==> config.mk <==
export PLATFORM = sky130hd
export DESIGN_NAME = line_splitter
export DESIGN_NICKNAME = d
export VERILOG_FILES = /design/src/rtl/line_splitter_pkg.sv /design/src/rtl/line_chunk_calc.sv /design/src/rtl/line_split_ctrl.sv /design/src/rtl/line_splitter.sv
export SDC_FILE = /design/constraint.sdc
export NUM_CORES = 1
export LEC_CHECK = 0
export ABC_AREA = 1
export BUFFER_PORTS_ARGS = -buffer_cell sky130_fd_sc_hd__buf_2
export CAP_MARGIN = 15
export CORE_MARGIN = 2
export CORE_UTILIZATION = 35
export CTS_BUF_LIST = sky130_fd_sc_hd__clkbuf_8
export DETAILED_ROUTE_END_ITERATION = 7
export GPL_ROUTABILITY_DRIVEN = 0
export PLACE_DENSITY_LB_ADDON = 0.2
export SLEW_MARGIN = 0
export SYNTH_ARGS = -nofsm -noshare
export SYNTH_HDL_FRONTEND = slang
export SYNTH_SLANG_ARGS = --single-unit
==> constraint.sdc <==
create_clock -name clk -period 8.9 [get_ports clk]
set_input_delay 0.445 -clock clk [delete_from_list [all_inputs] [get_ports clk]]
set_output_delay 0.445 -clock clk [all_outputs]
set_load 0.1 [all_outputs]
==> src/rtl/line_splitter_pkg.sv <==
package line_splitter_pkg;
  typedef enum logic [1:0] {
    CMD_NONE  = 2'b00,
    CMD_READ  = 2'b01,
    CMD_WRITE = 2'b10,
    CMD_RSVD  = 2'b11
  } cmd_e;

  typedef enum logic [0:0] {
    ST_IDLE  = 1'b0,
    ST_ISSUE = 1'b1
  } state_e;
endpackage

==> src/rtl/line_chunk_calc.sv <==
module line_chunk_calc #(
  parameter int ADDR_W     = 32,
  parameter int LEN_W      = 16,
  parameter int LINE_BYTES = 64,
  localparam int OFF_W     = $clog2(LINE_BYTES),
  localparam int CHUNK_W   = OFF_W + 1
) (
  input  logic [ADDR_W-1:0]  cur_addr,
  input  logic [LEN_W-1:0]   remain,
  output logic [CHUNK_W-1:0] chunk_len,
  output logic               is_last
);
  logic [CHUNK_W-1:0] room;

  // Bytes from cur_addr up to the next line boundary (1..LINE_BYTES).
  assign room      = CHUNK_W'(LINE_BYTES) - {1'b0, cur_addr[OFF_W-1:0]};
  assign is_last   = remain <= LEN_W'(room);
  assign chunk_len = is_last ? CHUNK_W'(remain) : room;
endmodule

==> src/rtl/line_split_ctrl.sv <==
module line_split_ctrl
  import line_splitter_pkg::*;
#(
  parameter int ADDR_W     = 32,
  parameter int LEN_W      = 16,
  parameter int LINE_BYTES = 64,
  localparam int OFF_W     = $clog2(LINE_BYTES),
  localparam int CHUNK_W   = OFF_W + 1
) (
  input  logic               clk,
  input  logic               rst_n,
  input  logic               req_valid,
  input  logic [ADDR_W-1:0]  req_addr,
  input  logic [LEN_W-1:0]   req_len,
  input  logic [1:0]         req_cmd,
  input  logic               sub_ready,
  input  logic [CHUNK_W-1:0] chunk_len,
  input  logic               is_last,
  output logic               busy,
  output logic [ADDR_W-1:0]  cur_addr,
  output logic [LEN_W-1:0]   remain,
  output logic [LEN_W-1:0]   buf_off,
  output logic               is_write,
  output logic               done,
  output logic               err
);
  state_e            st_q, st_d;
  logic [ADDR_W-1:0] addr_q, addr_d;
  logic [LEN_W-1:0]  rem_q, rem_d;
  logic [LEN_W-1:0]  off_q, off_d;
  logic              wr_q, wr_d;
  logic              done_q, done_d;
  logic              err_q, err_d;
  logic              cmd_ok;
  logic              take_req;
  logic              take_sub;
  logic              dp_en;

  assign cmd_ok   = (cmd_e'(req_cmd) == CMD_READ) || (cmd_e'(req_cmd) == CMD_WRITE);
  assign take_req = (st_q == ST_IDLE) && req_valid;
  assign take_sub = (st_q == ST_ISSUE) && sub_ready;
  assign dp_en    = take_req || take_sub;

  always_comb begin
    st_d   = st_q;
    addr_d = addr_q;
    rem_d  = rem_q;
    off_d  = off_q;
    wr_d   = wr_q;
    done_d = 1'b0;
    err_d  = 1'b0;
    unique case (st_q)
      ST_IDLE: begin
        if (req_valid) begin
          if (!cmd_ok) begin
            err_d = 1'b1;
          end else if (req_len == '0) begin
            done_d = 1'b1;
          end else begin
            st_d   = ST_ISSUE;
            addr_d = req_addr;
            rem_d  = req_len;
            off_d  = '0;
            wr_d   = (cmd_e'(req_cmd) == CMD_WRITE);
          end
        end
      end
      ST_ISSUE: begin
        if (sub_ready) begin
          addr_d = addr_q + ADDR_W'(chunk_len);
          rem_d  = rem_q - LEN_W'(chunk_len);
          off_d  = off_q + LEN_W'(chunk_len);
          if (is_last) begin
            st_d   = ST_IDLE;
            done_d = 1'b1;
          end
        end
      end
      default: st_d = ST_IDLE;
    endcase
  end

  always_ff @(posedge clk or negedge rst_n) begin
    if (!rst_n) begin
      st_q   <= ST_IDLE;
      done_q <= 1'b0;
      err_q  <= 1'b0;
    end else begin
      st_q   <= st_d;
      done_q <= done_d;
      err_q  <= err_d;
    end
  end

  always_ff @(posedge clk or negedge rst_n) begin
    if (!rst_n) begin
      addr_q <= '0;
      rem_q  <= '0;
      off_q  <= '0;
      wr_q   <= 1'b0;
    end else if (dp_en) begin
      addr_q <= addr_d;
      rem_q  <= rem_d;
      off_q  <= off_d;
      wr_q   <= wr_d;
    end
  end

  assign busy     = (st_q == ST_ISSUE);
  assign cur_addr = addr_q;
  assign remain   = rem_q;
  assign buf_off  = off_q;
  assign is_write = wr_q;
  assign done     = done_q;
  assign err      = err_q;

  // a stalled sub-request keeps its fields
  p_hold_r9: assert property (@(posedge clk) disable iff (!rst_n)
    busy && !sub_ready |=> busy && $stable(cur_addr) && $stable(buf_off) && $stable(chunk_len));

  // offset advances by the length just issued
  p_offset_r4: assert property (@(posedge clk) disable iff (!rst_n)
    busy && sub_ready && !is_last |=> buf_off == $past(buf_off) + LEN_W'($past(chunk_len)));

  // completion follows the final handshake
  p_done_r10: assert property (@(posedge clk) disable iff (!rst_n)
    busy && sub_ready && is_last |=> done && !busy);

  // zero-length request completes without issuing
  p_zero_r7: assert property (@(posedge clk) disable iff (!rst_n)
    !busy && req_valid && cmd_ok && req_len == '0 |=> done && !busy);

  // bad command raises err and issues nothing
  p_badcmd_r3: assert property (@(posedge clk) disable iff (!rst_n)
    !busy && req_valid && !cmd_ok |=> err && !busy && !done);
endmodule

==> src/rtl/line_splitter.sv <==
module line_splitter #(
  parameter int ADDR_W     = 32,
  parameter int LEN_W      = 16,
  parameter int LINE_BYTES = 64,
  localparam int OFF_W     = $clog2(LINE_BYTES),
  localparam int CHUNK_W   = OFF_W + 1
) (
  input  logic               clk,
  input  logic               rst_n,
  input  logic               req_valid,
  output logic               req_ready,
  input  logic [ADDR_W-1:0]  req_addr,
  input  logic [LEN_W-1:0]   req_len,
  input  logic [1:0]         req_cmd,
  output logic               sub_valid,
  input  logic               sub_ready,
  output logic [ADDR_W-1:0]  sub_addr,
  output logic [CHUNK_W-1:0] sub_len,
  output logic [LEN_W-1:0]   sub_offset,
  output logic               sub_write,
  output logic               sub_last,
  output logic               done,
  output logic               err
);
  logic               busy;
  logic [ADDR_W-1:0]  cur_addr;
  logic [LEN_W-1:0]   remain;
  logic [LEN_W-1:0]   buf_off;
  logic               is_write;
  logic [CHUNK_W-1:0] chunk_len;
  logic               is_last;

  line_chunk_calc #(
    .ADDR_W(ADDR_W), .LEN_W(LEN_W), .LINE_BYTES(LINE_BYTES)
  ) u_calc (
    .cur_addr (cur_addr),
    .remain   (remain),
    .chunk_len(chunk_len),
    .is_last  (is_last)
  );

  line_split_ctrl #(
    .ADDR_W(ADDR_W), .LEN_W(LEN_W), .LINE_BYTES(LINE_BYTES)
  ) u_ctrl (
    .clk      (clk),
    .rst_n    (rst_n),
    .req_valid(req_valid),
    .req_addr (req_addr),
    .req_len  (req_len),
    .req_cmd  (req_cmd),
    .sub_ready(sub_ready),
    .chunk_len(chunk_len),
    .is_last  (is_last),
    .busy     (busy),
    .cur_addr (cur_addr),
    .remain   (remain),
    .buf_off  (buf_off),
    .is_write (is_write),
    .done     (done),
    .err      (err)
  );

  assign req_ready  = !busy;
  assign sub_valid  = busy;
  assign sub_addr   = cur_addr;
  assign sub_len    = chunk_len;
  assign sub_offset = buf_off;
  assign sub_write  = is_write;
  assign sub_last   = busy && is_last;

  // a piece never runs past its line
  p_no_cross_r1: assert property (@(posedge clk) disable iff (!rst_n)
    sub_valid |-> ({1'b0, sub_addr[OFF_W-1:0]} + sub_len) <= CHUNK_W'(LINE_BYTES));

  // a non-final piece ends on a boundary
  p_boundary_r1: assert property (@(posedge clk) disable iff (!rst_n)
    sub_valid && !sub_last |-> OFF_W'(sub_addr[OFF_W-1:0] + OFF_W'(sub_len)) == '0);

  // the next piece starts where the last one ended
  p_ascend_r6: assert property (@(posedge clk) disable iff (!rst_n)
    sub_valid && sub_ready && !sub_last |=> sub_valid && sub_addr == $past(sub_addr) + ADDR_W'($past(sub_len)));

  // pieces are never empty
  p_nonempty_r5: assert property (@(posedge clk) disable iff (!rst_n)
    sub_valid |-> sub_len != '0);
endmodule

==> summary.md, run 1 <==
| Metric | Value |
|---|---|
| Status | `finished, final reports clean` |
| Total GRT Usage | `21.7%` |
| CTS max path bufs | `2` |
| CP Capture Point | `u_ctrl.cur_addr[16]` |
| Post-CTS sizing | `0` |
| Reg2Reg Depth | `25` |
| P&R area growth vs syn | `15.3%` |
| HPWL Detailed | `14100 µm` |
| Clk Latency, worst-skew pair | `0.37 ns` |
| #FFs+latches synth | `68` |
| Post-synthesis average cell area | `6.32 µm²` |
| CTS tree | `done` |
| WL per Instance | `14.9 µm` |
| Clock skew | `0.0120 ns` |
| Post-synthesis compound-gate area fraction | `8.05%` |
| Critical path launch point | `u_ctrl.cur_addr[1]` |
| CORE AREA | `16600 µm²` |
| Ys Warns | `0` |
| CP max stage cell | `dfrtp_1` |
| Layout cells sized above 1 | `16.5%` |
| Die Footprint | `18200 µm²` |
| Total iterations of the first detailed-routing run | `7` |
| Most Frequent Cell on Critical Path | `nand2_1` |
| CP required | `9.17 ns` |
| Via count | `6306` |
| RSZ-0062 raised after global routing | `false` |
| Clock Sinks | `68` |
| DR iter-0 viols | `433` |
| Tmin final | `4.38 ns` |
| Area of the multi-input gates | `3700 µm²` |
| Dpl ws | `4.57 ns` |
| Sum of negative setup slack | `0 ns` |
| Synth top area share | `28.4%` |
| Post-synthesis cell type count | `41` |
| Final Hold Viols | `0` |
| Syn Inst Count | `946` |
| Antenna viol nets, final | `0` |
| Num CTS Buffers | `9` |
| Die Ht | `135 µm` |
| Area share of xor/xnor cells in the synthesized design | `2.34%` |
| First-pass GRT wire length | `31100 µm` |
| Port Buffer Count | `114` |
| Fmax | `0.228 GHz` |
| Crit path max-delay family | `simple AND/OR/NAND/NOR gates` |
| Final Slew Violations | `0` |
| RR Startpoint | `u_ctrl.cur_addr[1]` |
| Worst Hold Class | `in2reg` |
| Endpoint class of the critical path | `flop` |
| CP arrival | `4.65 ns` |
| Post-synthesis simple-gate area fraction | `44.0%` |
| # rows | `47` |
| Top_reg_cell synth | `dfrtp_1` |
| Reg-to-reg endpoint | `u_ctrl.cur_addr[16]` |
| Post-CTS Setup Inserts | `0` |
| Vias in the first global route | `5895` |
| DRC Markers | `0` |
| Mapped Area | `5980 µm²` |
| Final setup viols | `0` |
| EDFF count, synth | `0` |
| Die Wd | `135 µm` |
| Max incr delay on CP | `0.43 ns` |
| H-tree levels | `3` |
| Io pins | `115` |
| Adder-cell share of the synthesized area | `7.28%` |
| Root buf cell | `clkbuf_8` |
| Worst-path clk slew | `0.08 ns` |
| Total wire length | `18900 µm` |
| Part of the cycle the worst path needs | `49.3%` |
| Overflow after GRT | `0` |
| Via-to-Cell Ratio | `4.95` |
| Total Nets Final | `1136` |
| Worst path buffer plus inverter count | `5` |
| Critical Path Start Type | `flop` |
| Initial antenna violation count | `0` |
| Slew margin rel. | `37.5%` |
| Final worst slack | `4.52 ns` |
| Sequential fraction of the synthesis area | `28.4%` |
| Starting Density | `36.0%` |
| Net Count, Synth | `1033` |
| Critical path depth | `25` |
| Hold Buf Count CTS | `0` |
| Sequential cell area | `1700 µm²` |
| Filler instances | `1827` |
| Area leader, netlist | `dfrtp_1` |
| Largest net degree at the start of global routing | `74` |
| Worst Path Class, Setup | `reg2reg` |
| Fraction of registers with async set/reset | `100%` |
| R2R Setup Slk | `4.52 ns` |
| Worst Tran Pin Value | `0.937 ns` |
| Max-cap violations | `0` |
| Post-synthesis mux area share | `0.188%` |
| Main combinational cell family by area after synthesis | `simple AND/OR/NAND/NOR gates` |
| Ant. Diodes | `0` |
| Top cells by area, synth | `dfrtp_1 28%, nand2_1 22%, nand3_1 8.4%` |
| Critical Path Fanout Max | `15` |
[stage by stage]
stage | hold WS [ns] | cell area (µm²) | utilization [%] | cells
after floorplan | 0.149 | 5980 | - | 946
after global placement | 0.493 | 6680 | 40.2 | 1258
after detailed placement | 0.489 | 6680 | 40.2 | 1258
after CTS | 0.270 | 6900 | 41.5 | 1274
after global routing | 0.293 | 6900 | 41.5 | 1274
final | 0.290 | 6900 | 41.5 | 1274
[flip-flops by register name, summed over array words and instances, names as in the netlist]
| signal | cells |
|---|---|
| u_ctrl.buf_off | 16 |
| u_ctrl.busy | 1 |
| u_ctrl.cur_addr | 32 |
| u_ctrl.done | 1 |
| u_ctrl.err | 1 |
| u_ctrl.is_write | 1 |
| u_ctrl.remain | 16 |
[layout make-up]
type | count | share of cell area [%]
clock buffer | 10 | 1.99
clock inverter | 6 | 1.14
inverter | 110 | 5.98
multi-input combinational | 743 | 53.6
sequential | 68 | 24.7
tap | 220 | 3.99
timing repair buffer | 117 | 8.60
[logic make-up after synthesis]
| logic type | Yosys count |
|---|---|
| DFF | 68 |
| adders and majority gates | 33 |
| buffers and inverters | 135 |
| AOI/OAI and AO/OA | 83 |
| muxes | 1 |
| and+or+nand+nor | 610 |
| xor gates and xnor gates | 16 |
[synth_stat cells, types with 5 or more instances]
cell / n
nand2_2: 10
a31oi_1: 5
clkbuf_1: 6
xor2_1: 10
or2_2: 5
o21ai_0: 22
nand4_1: 22
buf_2: 7
nand3b_1: 9
ha_1: 30
inv_1: 102
buf_6: 7
xnor2_1: 6
nand2_1: 356
dfrtp_1: 68
o21ai_1: 21
nand3_1: 100
a21oi_1: 15
nor2_1: 81
o211ai_1: 7
o21ai_2: 7
inv_2: 8
nor3_1: 14
[routing by layer]
| metal | GRT usage [%] | up-vias | wire length [µm] |
|---|---|---|---|
| met3 | 3.12 | 24 | 998 |
| met4 | 6.55 | 0 | 305 |
| li1 | - | 3246 | - |
| met5 | 0 | - | 0 |
| met1 | 32.1 | 2852 | 9590 |
| met2 | 32.8 | 184 | 8040 |
[worst min-delay path by stage]
| stage | from | endpoint | slack, ns | depth (start not counted) |
|---|---|---|---|---|
| after CTS | req_valid | u_ctrl.err | 0.27 | 3 |
| after global placement | u_ctrl.remain[12] | u_ctrl.remain[12] | 0.49 | 2 |
| after global routing | req_valid | u_ctrl.err | 0.29 | 3 |
| after detailed placement | u_ctrl.is_write | u_ctrl.is_write | 0.49 | 1 |
| after floorplan | rst_n | u_ctrl.buf_off[0] | 0.15 | 0 |
| final | req_valid | u_ctrl.err | 0.29 | 3 |
[placed cells by master (no fill, tap or decap), drive strengths merged]
cell	synthesis	routed
clkinv	0	3
xor2	10	10
a22o	1	1
nor3	15	15
inv	110	111
o211ai	7	7
bufinv	0	2
o21ai	50	50
a21boi	1	1
nand2	369	369
and2	2	2
buf	19	117
xnor2	6	6
a21oi	16	16
nor2	85	85
o21bai	1	1
o22ai	1	1
nand4	23	23
nand3	100	100
nand3b	9	9
nor3b	2	2
dfrtp	68	68
a21o	1	1
ha	30	30
or2	5	5
mux2	1	1
a31oi	5	5
fa	3	3
clkbuf	6	10
[tightest hold or removal path: stages]
cell	delay [ns]
buf_2	0.11
nand2_1	0.05
nor2_1	0.03
Power of run 1 is left out: the tool's default activity adds up to more than one toggle a clock period on the data nets, which glitch-free logic cannot reach.
==> inputs of run 2 (changes only) <==
Settings changed: ABC_AREA 1 to 0.
Clock period 8.9 ns to 3.97 ns, I/O delays scaled along.
==> run 2 against run 1 <==
  * The run now ends with negative setup slack left
  * Die area shrank 15%
  * Design area is 11% higher
  * Critical path depth is 5 lower
  * Worst hold slack got worse by 0.25 ns
  * Non-clock buffer count increased by 121
  * Flip-flop and latch count did not move
  * Via count shrank 13%
  * Fmax decreased by 1.3%
  * Sequential share of layout area is 2.4 points lower
  * Clock skew hardly changed
  * Critical endpoint is now u_ctrl.cur_addr[26]
==> summary.md, run 2 <==
| Metric | Value |
|---|---|
| Clock skew | `0.0124 ns (was 0.0120 ns)` |
| RSZ-0062 raised after global routing | `true (was false)` |
| Port Buffer Count | `114 (unchanged)` |
| P&R area growth vs syn | `51.3% (was 15.3%)` |
| Worst-path clk slew | `0.07 ns (was 0.08 ns)` |
| Vias in the first global route | `5490 (was 5895)` |
| Post-synthesis average cell area | `8.70 µm² (was 6.32 µm²)` |
| Starting Density | `35.4% (was 36.0%)` |
| Slew margin rel. | `28.2% (was 37.5%)` |
| Ys Warns | `0 (unchanged)` |
| Total iterations of the first detailed-routing run | `4 (was 7)` |
| # rows | `44 (was 47)` |
| Die Footprint | `15500 µm² (was 18200 µm²)` |
| Final Hold Viols | `0 (unchanged)` |
| H-tree levels | `3 (unchanged)` |
| Clk Latency, worst-skew pair | `0.38 ns (was 0.37 ns)` |
| Syn Inst Count | `584 (was 946)` |
| Die Ht | `124 µm (was 135 µm)` |
| Fmax | `0.225 GHz (was 0.228 GHz)` |
| Final Non-Filler Cells | `990 (was 1274)` |
| Tmin final | `4.44 ns (was 4.38 ns)` |
| Synth top area share | `33.5% (was 28.4%)` |
| Max-cap violations | `0 (unchanged)` |
| Top post-synthesis cells by count | `71 x nand2_1, 68 x dfrtp_1, 40 x nor2_1 (was 356 x nand2_1, 102 x inv_1, 100 x nand3_1)` |
| Final setup viols | `53 (was 0)` |
| DRC Markers | `0 (unchanged)` |
| Hold_ws | `0.0396 ns (was 0.290 ns)` |
| Total wire length | `17900 µm (was 18900 µm)` |
| Failing checks | `negative setup slack` |
| Clock Sinks | `68 (unchanged)` |
| Commonest non-fill, non-tap cell in the layout | `buf_2 (was nand2_1)` |
| Top cells by area, synth | `dfrtp_1 33%, ha_1 7.4%, nand2_1 5.2% (was dfrtp_1 28%, nand2_1 22%, nand3_1 8.4%)` |
| CP arrival | `4.72 ns (was 4.65 ns)` |
| Worst Hold Class | `in2reg (unchanged)` |
| Most frequent cell after synthesis | `nand2_1 (unchanged)` |
| Total Nets Final | `889 (was 1136)` |
| Sequential fraction of the synthesis area | `33.5% (was 28.4%)` |
| Io pins | `115 (unchanged)` |
| Placed insts | `945 (was 1258)` |
| Initial antenna violation count | `0 (unchanged)` |
| Ant. Diodes | `0 (unchanged)` |
| Critical Path Start Type | `flop (unchanged)` |
| Part of the cycle the worst path needs | `112% (was 49.3%)` |
| Die Wd | `124 µm (was 135 µm)` |
| Layout cells sized above 1 | `46.2% (was 16.5%)` |
| Overflow after GRT | `0 (unchanged)` |
| Status | `finished, violations left (was finished, final reports clean)` |
| Area leader, netlist | `dfrtp_1 (unchanged)` |
| Critical Path Fanout Max | `6 (was 15)` |
| Via count | `5510 (was 6306)` |
| Top_reg_cell synth | `dfrtp_1 (unchanged)` |
| Root buf cell | `clkbuf_8 (unchanged)` |
| Fraction of registers with async set/reset | `100% (unchanged)` |
| Mapped Area | `5080 µm² (was 5980 µm²)` |
| Worst Tran Pin Value | `1.07 ns (was 0.937 ns)` |
| WL per Instance | `18.1 µm (was 14.9 µm)` |
| Net Count, Synth | `671 (was 1033)` |
| First-pass GRT wire length | `28600 µm (was 31100 µm)` |
| Total GRT Usage | `22.9% (was 21.7%)` |
| HPWL Detailed | `12400 µm (was 14100 µm)` |
| CTS tree | `done (unchanged)` |
| Largest net degree at the start of global routing | `39 (was 74)` |
| CP required | `4.25 ns (was 9.17 ns)` |
| Max FFs per register | `32 (unchanged)` |
| Via-to-Cell Ratio | `5.57 (was 4.95)` |
| Worst Path Class, Setup | `reg2reg (unchanged)` |
| Post-synthesis cell type count | `76 (was 41)` |
| Num CTS Buffers | `9 (unchanged)` |
| Final worst slack | `-0.471 ns (was 4.52 ns)` |
| CORE AREA | `14400 µm² (was 16600 µm²)` |
| Dpl ws | `-0.872 ns (was 4.57 ns)` |
| CTS max path bufs | `2 (unchanged)` |
| Final Slew Violations | `0 (unchanged)` |
| Endpoint class of the critical path | `flop (unchanged)` |
| #FFs+latches synth | `68 (unchanged)` |
| EDFF count, synth | `0 (unchanged)` |
| Sum of negative setup slack | `-19.01 ns (was 0 ns)` |
| Antenna viol nets, final | `0 (unchanged)` |
| DR iter-0 viols | `269 (was 433)` |
| Commonest non-fill, non-tap cells in the layout | `107 x buf_2, 103 x buf_4, 69 x nand2_1 (was 356 x nand2_1, 114 x buf_2, 103 x inv_1)` |
[run 2: layer usage]
metal,GRT usage [%],vias up,part of all wire [%]
li1,-,2613,-
met1,29.6,2703,44
met2,37.8,160,48
met3,4.25,34,4.5
met4,8.92,0,3.2
met5,0,-,0
[run 2: cells by family (layout without fill, tap and decap cells)]
group | after synthesis | in the layout | synth area share [%]
AOI/OAI and AO/OA | 172 | 172 | 23.7
DFF | 68 | 68 | 33.5
buffers and inverters | 51 | 273 | 4.61
muxes | 31 | 31 | 6.23
xor gates and xnor gates | 16 | 16 | 2.76
and+or+nand+nor | 213 | 213 | 20.6
adders and majority gates | 33 | 33 | 8.57
[run 2: cell type report]
cell class | count | area, µm²
clock buffers | 11 | 151
flip-flops and latches | 68 | 1720
multi-input cells | 465 | 3780
clock inverters | 4 | 25.0
repair buffers | 238 | 1710
inverters | 20 | 75.1
well taps | 184 | 230
fillers | 1293 | 6680
[run 2: through the flow]
| stage | util (%) | instance area [µm²] |
|---|---|---|
| final | 53.5 | 7690 |
| after global routing | 53.5 | 7690 |
| after detailed placement | 46.4 | 6660 |
| after CTS | 51.4 | 7380 |
| after global placement | 46.4 | 6660 |
| after floorplan | - | 5200 |
[run 2: worst paths after layout]
path	start	cells after the start	endpoint	slack [ns]
min	req_addr[27]	2	u_ctrl.cur_addr[27]	0.04
max in group asynchronous	rst_n	3	u_ctrl.cur_addr[22]	2.49
min in group asynchronous	rst_n	2	u_ctrl.cur_addr[5]	0.50
min reg2reg	u_ctrl.is_write	2	u_ctrl.is_write	0.48
max	u_ctrl.cur_addr[0]	20	u_ctrl.cur_addr[26]	-0.47
max reg2reg	u_ctrl.cur_addr[0]	20	u_ctrl.cur_addr[26]	-0.47
[run 2: timing repair]
action | 4_1_cts | 5_1_grt
resized for setup | 85 | 53
endpoints found under the hold margin | 18 | 0
endpoints found under the setup margin | 57 | 60
pin swaps | 52 | 44
hold buffers | 1 | 0
setup buffers | 19 | 12
[run 2: worst max-delay path: stages, from the launching register on]
cell	delay [ns]
dfrtp_4	0.51
nor3_4	0.19
nor3b_4	0.25
xnor2_2	0.15
inv_2	0.06
ha_4	0.26
nand4b_1	0.18
buf_4	0.19
o22ai_2	0.17
and3b_2	0.22
buf_6	0.14
mux2_2	0.36
ha_1	0.29
buf_4	0.15
o211ai_1	0.15
a21o_1	0.18
a21oi_4	0.08
buf_12	0.14
o211a_4	0.28
buf_4	0.15
a311oi_1	0.23
Power of run 2 is left out for the same reason.
==> inputs of run 3 (changes only) <==
Settings changed: SYNTH_HIERARCHICAL set to 1.
==> run 3 against run 2 <==
  * The flow still finishes with violations (negative setup slack)
  * Worst hold slack worse by 0.0060 ns
  * Global-route usage is 0.62 points higher
  * Fmax is 2.8% higher
  * Count of clock-buffer cells in the layout stayed put
  * Wire length is 1.2% lower
  * Die area is 2.3% lower
  * Via count is 2.7% lower
  * Synthesized cell count is 0.68% higher
  * Final cell count is 0.40% higher
  * Design area is 2.2% higher
  * Critical path type unchanged
  * Flip-flop and latch count stayed put
  * First-iteration DRC count is 27% higher
  * Critical endpoint is now u_ctrl/remain[14]
==> summary.md, run 3 <==
| Metric | Value |
|---|---|
| Post-synthesis cell type count | `67 (was 76)` |
| H-tree levels | `3 (unchanged)` |
| Overflow after GRT | `0 (unchanged)` |
| Via-to-Cell Ratio | `5.39 (was 5.57)` |
| DR iter-0 viols | `341 (was 269)` |
| CTS tree | `done (unchanged)` |
| Die Footprint | `15100 µm² (was 15500 µm²)` |
| Sequential fraction of the synthesis area | `34.3% (was 33.5%)` |
| Syn Inst Count | `588 (was 584)` |
| Fmax | `0.232 GHz (was 0.225 GHz)` |
| Post-layout utilization of the core | `56.6% (was 53.5%)` |
| Clk Latency, worst-skew pair | `0.36 ns (was 0.38 ns)` |
| Root buf cell | `clkbuf_8 (unchanged)` |
| Area of the multi-input gates | `3830 µm² (was 3780 µm²)` |
| HPWL Detailed | `12000 µm (was 12400 µm)` |
| Starting Density | `35.7% (was 35.4%)` |
| Top cells by area, synth | `dfrtp_1 34%, ha_1 7.6%, a21oi_1 5.9% (was dfrtp_1 33%, ha_1 7.4%, nand2_1 5.2%)` |
| Sequential cell area | `1710 µm² (was 1720 µm²)` |
| Ant. Diodes | `0 (unchanged)` |
| Met2 wire length | `8720 µm (was 8680 µm)` |
| Die Wd | `123 µm (was 124 µm)` |
| Max FFs per register | `32 (unchanged)` |
| Via count | `5360 (was 5510)` |
| Vias in the first global route | `5306 (was 5490)` |
| Slew margin rel. | `46.7% (was 28.2%)` |
| Num CTS Buffers | `9 (unchanged)` |
| Worst Tran Pin Value | `0.798 ns (was 1.07 ns)` |
| Worst-path clk slew | `0.08 ns (was 0.07 ns)` |
| Synth top area share | `34.3% (was 33.5%)` |
| Die Ht | `123 µm (was 124 µm)` |
| Max-cap violations | `0 (unchanged)` |
| Hold Path Sink | `u_ctrl/cur_addr[27] (was u_ctrl.cur_addr[27])` |
| Largest net degree at the start of global routing | `62 (was 39)` |
| Layout cells sized above 1 | `47.4% (was 46.2%)` |
| Antenna viol nets, final | `0 (unchanged)` |
| Mapped Area | `4960 µm² (was 5080 µm²)` |
| CP required | `4.19 ns (was 4.25 ns)` |
| Total Nets Final | `896 (was 889)` |
| RR Startpoint | `u_ctrl/cur_addr[0] (was u_ctrl.cur_addr[0])` |
| Hold Startpoint | `req_addr[27] (unchanged)` |
| CTS max path bufs | `2 (unchanged)` |
| Top post-synthesis cells by count | `74 x nand2_1, 68 x dfrtp_1, 58 x a21oi_1 (was 71 x nand2_1, 68 x dfrtp_1, 40 x nor2_1)` |
| P&R area growth vs syn | `58.5% (was 51.3%)` |
| R2R Setup Slk | `-0.35 ns (was -0.47 ns)` |
| Critical Path Start Type | `flop (unchanged)` |
| Final setup viols | `51 (was 53)` |
| Commonest non-fill, non-tap cell in the layout | `buf_2 (unchanged)` |
| Reg2Reg Depth | `22 (was 20)` |
| DRC Markers | `0 (unchanged)` |
| #FFs+latches synth | `68 (unchanged)` |
| Initial antenna violation count | `0 (unchanged)` |
| Critical Path Fanout Max | `6 (unchanged)` |
| Clock skew | `0.0118 ns (was 0.0124 ns)` |
| First-pass GRT wire length | `27300 µm (was 28600 µm)` |
| WL per Instance | `17.8 µm (was 18.1 µm)` |
| # rows | `43 (was 44)` |
| Tmin final | `4.32 ns (was 4.44 ns)` |
| Ys Warns | `6 (was 0)` |
| WHS Path Cells | `2 (unchanged)` |
| Worst Path Class, Setup | `reg2reg (unchanged)` |
| Io pins | `115 (unchanged)` |
| CORE AREA | `13900 µm² (was 14400 µm²)` |
| Reg-to-reg endpoint | `u_ctrl/remain[14] (was u_ctrl.cur_addr[26])` |
| Clock Sinks | `68 (unchanged)` |
| Area leader, netlist | `dfrtp_1 (unchanged)` |
| Part of the cycle the worst path needs | `109% (was 112%)` |
| Uppermost layer routed | `met4 (unchanged)` |
| Top_reg_cell synth | `dfrtp_1 (unchanged)` |
| CP arrival | `4.54 ns (was 4.72 ns)` |
| RSZ-0062 raised after global routing | `true (unchanged)` |
| Worst Hold Class | `in2reg (unchanged)` |
| Final worst slack | `-0.349 ns (was -0.471 ns)` |
| EDFF count, synth | `0 (unchanged)` |
| Met1 wire length | `7580 µm (was 7840 µm)` |
| Final Hold Viols | `0 (unchanged)` |
| Most frequent cell after synthesis | `nand2_1 (unchanged)` |
| Filler instances | `1230 (was 1293)` |
| Endpoint class of the critical path | `flop (unchanged)` |
| Net Count, Synth | `675 (was 671)` |
| WL met3 | `1050 µm (was 808 µm)` |
| Hold_ws | `0.0335 ns (was 0.0396 ns)` |
| Port Buffer Count | `114 (unchanged)` |
| Post-synthesis average cell area | `8.43 µm² (was 8.70 µm²)` |
| Final Slew Violations | `0 (unchanged)` |
| Status | `finished, violations left (unchanged)` |
| Commonest non-fill, non-tap cells in the layout | `108 x buf_2, 84 x buf_4, 65 x nand2_1 (was 107 x buf_2, 103 x buf_4, 69 x nand2_1)` |
| Total GRT Usage | `23.5% (was 22.9%)` |
| Fraction of registers with async set/reset | `100% (unchanged)` |
| Total wire length | `17700 µm (was 17900 µm)` |
| Total iterations of the first detailed-routing run | `4 (unchanged)` |
| Failing checks | `negative setup slack (unchanged)` |
==> run 3: changes by cell type after synthesis, moves of 4 or more <==
cell	before	now
o2111ai_1	6	1
inv_1	19	33
a311oi_1	8	1
buf_2	9	4
a21oi_1	32	58
o211ai_1	2	7
a32oi_1	8	3
a31oi_1	2	7
a211o_1	4	0
o22ai_1	10	15
a211oi_1	12	5
o311a_1	4	0
xor2_1	4	8
==> run 3: routing by layer <==
metal / global-route usage (%) / vias up
met5: 0 / -
met3: 6.09 / 29
met1: 29.9 / 2589
li1: - / 2589
met4: 6.61 / 0
met2: 39.4 / 153
==> run 3: per-stage QoR <==
step,setup WS [ns],std cells,instance area [µm²],setup TNS [ns]
final,-0.349,994,7860,-11.45
after global routing,-0.558,994,7860,-23.11
after CTS,-0.267,983,7420,-6.55
after detailed placement,-0.417,940,6570,-13.96
after global placement,-0.307,940,6570,-8.56
after floorplan,-1.34,588,5180,-58.22
==> run 3: cells by family after synthesis <==
family                   after synthesis  synth area share [%]
adder cells (fa/ha/maj)               33                  8.78
multiplexers                          28                  5.83
AND/OR/NAND/NOR                      205                  20.6
buffers and inverters                 59                  5.25
flip-flops                            68                  34.3
XOR/XNOR                              18                  3.18
AO/OA/AOI/OAI                        177                  22.1
==> run 3: cell type report <==
class | count | area share [%]
inverter | 34 | 1.75
tap | 180 | 2.87
timing repair buffer | 235 | 22.2
multi-input combinational | 461 | 48.8
clock buffer | 11 | 1.93
sequential | 68 | 21.8
clock inverter | 5 | 0.669
==> run 3: worst max path at each step <==
stage / from / to / slack, ns / cells after the start
final: u_ctrl/cur_addr[0] / u_ctrl/remain[14] / -0.35 / 22
after CTS: u_ctrl/cur_addr[1] / u_ctrl/remain[15] / -0.27 / 19
after global routing: u_ctrl/cur_addr[0] / u_ctrl/cur_addr[30] / -0.56 / 21
after global placement: u_ctrl/cur_addr[1] / u_ctrl/remain[12] / -0.31 / 19
after detailed placement: u_ctrl/cur_addr[1] / u_ctrl/remain[12] / -0.42 / 19
after floorplan: u_ctrl/cur_addr[0] / u_ctrl/remain[15] / -1.34 / 17
==> run 3: what timing repair did <==
action / in CTS / in global routing
buffers inserted: 30 / 15
pin swaps: 55 / 70
cloned: 0 / 0
hold endpoints to repair: 0 / 17
gates resized for setup: 94 / 83
endpoints found under the setup margin: 52 / 56
hold buffers: 0 / 1
==> run 3: worst max-delay path: stages, from the launching register on <==
cell and delay, ns:
dfrtp_4 0.51, inv_4 0.07, ha_4 0.14, nand2_4 0.05
or3_4 0.41, ha_4 0.29, nand4b_1 0.13, nor2_1 0.16
a21oi_2 0.06, nor3_4 0.22, buf_6 0.15, buf_6 0.12
mux2_4 0.38, buf_6 0.14, fa_2 0.36, nor2b_4 0.12
o31a_1 0.20, o31ai_4 0.09, buf_6 0.14, buf_6 0.12
a21o_2 0.18, o21ai_1 0.07, a21oi_1 0.08
Power of run 3 is left out for the same reason.
